### src/rtl/spi_cs_pkg.sv
package spi_cs_pkg;
  localparam int CTRL_W          = 32;
  localparam int CS_POL_BIT      = 4;
  localparam int CS_IDX_LSB      = 12;
  localparam int CS_IDX_W        = 2;
  localparam int CS_MAN_EN_BIT   = 16;
  localparam int CS_MAN_LVL_BIT  = 17;

  typedef struct packed {
    logic man_en;
    logic man_lvl;
    logic act_low;
  } cs_mode_t;
endpackage

### src/rtl/spi_cs_decode.sv
module spi_cs_decode
  import spi_cs_pkg::*;
#(
  parameter int NUM_CS = 4,
  localparam int IDX_W = (NUM_CS > 1) ? $clog2(NUM_CS) : 1
) (
  input  logic [CTRL_W-1:0] ctrl_i,
  output cs_mode_t          mode_o,
  output logic [NUM_CS-1:0] hit_o
);
  logic [IDX_W-1:0] idx;
  logic             unused_ctrl;

  assign idx            = ctrl_i[CS_IDX_LSB +: IDX_W];
  assign mode_o.man_en  = ctrl_i[CS_MAN_EN_BIT];
  assign mode_o.man_lvl = ctrl_i[CS_MAN_LVL_BIT];
  assign mode_o.act_low = ctrl_i[CS_POL_BIT];
  assign unused_ctrl    = ^ctrl_i;

  for (genvar g = 0; g < NUM_CS; g++) begin : g_hit
    assign hit_o[g] = (idx == IDX_W'(g));
  end
endmodule

### src/rtl/spi_cs_line.sv
module spi_cs_line
  import spi_cs_pkg::*;
#(
  parameter logic RST_LVL = 1'b1
) (
  input  logic     clk_i,
  input  logic     rst_ni,
  input  logic     hit_i,
  input  cs_mode_t mode_i,
  input  logic     busy_i,
  output logic     cs_o
);
  logic lvl_d;
  logic armed_q;

  always_comb begin
    lvl_d = mode_i.act_low;
    if (hit_i) begin
      if (mode_i.man_en) lvl_d = mode_i.man_lvl;
      else if (busy_i)   lvl_d = ~mode_i.act_low;
    end
  end

  always_ff @(posedge clk_i or negedge rst_ni) begin
    if (!rst_ni) begin
      cs_o    <= RST_LVL;
      armed_q <= 1'b0;
    end else begin
      cs_o    <= lvl_d;
      armed_q <= 1'b1;
    end
  end

  // unselected line idles at polarity bit
  a_r5_unsel_idle: assert property (@(posedge clk_i) disable iff (!rst_ni)
    armed_q && $past(!hit_i) |-> cs_o == $past(mode_i.act_low));

  // manual level wins over busy
  a_r4_manual_level: assert property (@(posedge clk_i) disable iff (!rst_ni)
    armed_q && $past(hit_i && mode_i.man_en) |-> cs_o == $past(mode_i.man_lvl));


  a_r2_auto_busy: assert property (@(posedge clk_i) disable iff (!rst_ni)
    armed_q && $past(hit_i && !mode_i.man_en && busy_i) |-> cs_o != $past(mode_i.act_low));


  a_r3_auto_idle: assert property (@(posedge clk_i) disable iff (!rst_ni)
    armed_q && $past(hit_i && !mode_i.man_en && !busy_i) |-> cs_o == $past(mode_i.act_low));
endmodule

### src/rtl/spi_cs_ctrl.sv
module spi_cs_ctrl
  import spi_cs_pkg::*;
#(
  parameter int NUM_CS = 4
) (
  input  logic              clk_i,
  input  logic              rst_ni,
  input  logic [CTRL_W-1:0] ctrl_i,
  input  logic              busy_i,
  output logic [NUM_CS-1:0] cs_o
);
  cs_mode_t          mode;
  logic [NUM_CS-1:0] hit;
  logic              armed_q;

  spi_cs_decode #(.NUM_CS(NUM_CS)) u_decode (
    .ctrl_i (ctrl_i),
    .mode_o (mode),
    .hit_o  (hit)
  );

  for (genvar g = 0; g < NUM_CS; g++) begin : g_line
    spi_cs_line #(.RST_LVL(1'b1)) u_line (
      .clk_i  (clk_i),
      .rst_ni (rst_ni),
      .hit_i  (hit[g]),
      .mode_i (mode),
      .busy_i (busy_i),
      .cs_o   (cs_o[g])
    );
  end

  always_ff @(posedge clk_i or negedge rst_ni) begin
    if (!rst_ni) armed_q <= 1'b0;
    else         armed_q <= 1'b1;
  end

  // at most one line away from idle
  a_r6_single_active: assert property (@(posedge clk_i) disable iff (!rst_ni)
    armed_q |-> $countones(cs_o ^ {NUM_CS{$past(mode.act_low)}}) <= 1);

  // outputs hold when inputs were held
  a_r7_registered: assert property (@(posedge clk_i) disable iff (!rst_ni)
    armed_q && $stable(ctrl_i) && $stable(busy_i) && $past(armed_q) |=> $stable(cs_o));
endmodule

### config.mk
export PLATFORM = sky130hd
export DESIGN_NAME = spi_cs_ctrl
export DESIGN_NICKNAME = d
export VERILOG_FILES = /design/src/rtl/spi_cs_pkg.sv /design/src/rtl/spi_cs_decode.sv /design/src/rtl/spi_cs_line.sv /design/src/rtl/spi_cs_ctrl.sv
export SDC_FILE = /design/constraint.sdc
export NUM_CORES = 1
export LEC_CHECK = 0
export BUFFER_PORTS_ARGS = -buffer_cell sky130_fd_sc_hd__buf_2
export CAP_MARGIN = 0
export CORE_AREA = 2 2 39 41
export DETAILED_ROUTE_END_ITERATION = 6
export DIE_AREA = 0 0 41 43
export GPL_TIMING_DRIVEN = 0
export PLACE_DENSITY = 0.6
export RECOVER_POWER = 100
export SKIP_CTS_REPAIR_TIMING = 1
export SYNTH_ARGS = -nofsm -noshare
export SYNTH_HDL_FRONTEND = slang
export SYNTH_SLANG_ARGS = --single-unit
### constraint.sdc
create_clock -name clk_i -period 0.8 [get_ports clk_i]
set_input_delay 0.04 -clock clk_i [delete_from_list [all_inputs] [get_ports clk_i]]
set_output_delay 0.04 -clock clk_i [all_outputs]
set_load 0.02 [all_outputs]
==> flow_summary.json <==
{
  "initialDrtViolationCount": 1,
  "vias": 186,
  "core_um2": 1380,
  "period_minus_slack_ps": 894,
  "regMostFlops": "g_line.u_line.cs_o",
  "drt-vias-per-instance": 3.88,
  "critPathTopFamily": "flip-flops",
  "htree_num_levels": 1,
  "largest_register_ff_count": 4,
  "worst_pin_slew_ps": 197,
  "synth.top_cell.area_share": 0.472,
  "synthesis.area_um2": 223,
  "multi_input_area_um2": 87.6,
  "synth_top_cell_by_area": "dfstp_2",
  "slew_headroom": 0.868,
  "first_pass_iters": 2,
  "power_leakage_nw": 0.134,
  "pin_count": 39,
  "busiest_layer": "met2",
  "grtUsageMet2": 0.0875,
  "track_usage": 0.0543,
  "cp.required_ps": 760,
  "yosysUniqueCellTypes": 8,
  "grt-ovfl-total": 0,
  "netlist_top_cells_count": "a22o_1, buf_4, dfstp_2, o21ai_0",
  "wl_per_cell_um": 8.15,
  "area_growth_pct": 44.4,
  "fin_hold_ws_ps": 133,
  "grt.met1_usage": 0.0453,
  "critPathCaptureType": "output pin",
  "min_to": "g_line[3].u_line.cs_o",
  "die_h_um": 43,
  "clk_pin_slew_ps": 40,
  "period_share": 1.12,
  "gr-usage-met3": 0.0157,
  "crit_path_max_incr_delay_ps": 520,
  "fillCellCount": 157,
  "wirelength_um": 391,
  "synthArstFlopShare": 1.00,
  "timing.critical_path.buf_inv": 1,
  "grt_pass1_vias": 182,
  "grt_setup_unrepaired": "yes",
  "dieArea_um2": 1760,
  "cp_max_fo": 1,
  "violations": "setup timing",
  "io_buffers": 11,
  "cts_buffers": 3,
  "worst_hold_path_type": "input pin to flop",
  "top_regs": "g_line.u_line.cs_o x4",
  "final.setup.tns_ps": -362,
  "worstHoldPathCells": 2,
  "die_x_um": 41,
  "rows": 14,
  "slew_viol_final": 0,
  "grt_max_degree": 7,
  "cp-startpoint": "g_line[2].u_line.cs_o",
  "clock_tree.buffer_depth": 2,
  "grt_pass1_wl_um": 627,
  "fmax_ghz": 1.12,
  "syn_inst": 21,
  "start_kind": "flop",
  "cpMaxStageDelayCell": "dfstp_2",
  "post-place-ws_ps": -9.11,
  "antennaDiodeCount": 0,
  "post-route-util": 0.232,
  "cp_cell_sequence": "buf_6",
  "dp_hpwl_um": 336,
  "syn_nets": 56,
  "post-route-drc-count": 0,
  "gp_congestion": 0.747,
  "syn_avg_cell_area_um2": 10.6,
  "start_util": 0.161,
  "stdcell_area_um2": 322,
  "cts_tree": "built",
  "synth_top_cells_by_area": "dfstp_2, a22o_1, buf_4, o21ai_0, nor2b_1",
  "hold_viol_final": 0,
  "cap_violations": 0,
  "drive_gt1_frac": 0.469,
  "dpl_cell_area_um2": 298,
  "yosysWarnings": 0,
  "seq_area_frac_synth": 0.472,
  "status": "finished with violations",
  "worstHoldStart": "ctrl_i[12]",
  "pwr_density_cell_nw_per_um2": 1890,
  "ys_ff_latch": 4,
  "setup_slack_ps": -94.1,
  "ant_nets": 0,
  "ir_drop_v": 0.000326,
  "setup_viol": 4,
  "antenna_found_initial": 0,
  "crit_type": "flop to output pin",
  "synth-edff-count": 0,
  "nNetsFinal": 69,
  "arrival_ps": 850,
  "root_buffer": "clkbuf_4",
  "clock-sinks": 4,
  "regArea_um2": 105,
  "synthFlopType": "dfstp_2"
}
-- worst max path at each step --
stage	to	slack [ps]	cells after the start
4_1_cts	cs_o[2]	-220	2
3_3_place_gp	g_line[3].u_line.cs_o	-20	4
3_5_place_dp	g_line[3].u_line.cs_o	-9	4
6_report	cs_o[2]	-90	1
2_1_floorplan	cs_o[0]	150	1
5_1_grt	cs_o[2]	-120	1
-- report_power, final --
| group | switching, mW | internal [mW] |
|---|---|---|
| Combinational | 0.0620 | 0.0661 |
| Sequential | 0.00708 | 0.233 |
| Clock | 0.0734 | 0.167 |
| Total | 0.142 | 0.466 |
-- layout make-up --
cell class,count,share of cell area
clock buffers,3,0.0700
multi-input cells,13,0.272
repair buffers,12,0.268
well taps,16,0.0623
flip-flops and latches,4,0.327
-- through the flow --
stage | cells | power [mW]
2_1_floorplan | 21 | 0.317
3_3_place_gp | 48 | 0.367
3_5_place_dp | 48 | 0.369
4_1_cts | 51 | 0.621
5_1_grt | 48 | 0.645
6_report | 48 | 0.608
-- cell families after synthesis --
| family | share of synthesized area |
|---|---|
| simple gates | 0.0899 |
| buf+inv | 0.135 |
| flops | 0.472 |
| compound gates | 0.303 |
-- per-layer routing --
metal | vias up | wire, um
li1 | 97 | -
met1 | 80 | 145
met2 | 9 | 206
met3 | 0 | 39
met4 | 0 | 0
met5 | - | 0
-- cells in the final DEF (no fill, tap or decap) --
cell type      Yosys  layout
o211ai_1           1       1
buf_6              0       4
a22o_1             4       4
dfstp_2            4       4
nor2_1             2       2
a32o_1             1       1
dlygate4sd3_1      0       1
clkbuf_1           0       3
nor2b_1            2       2
clkbuf_4           0       3
o21ai_0            3       3
buf_2              0       4
No activity file was read; power rests on OpenSTA's default activity.
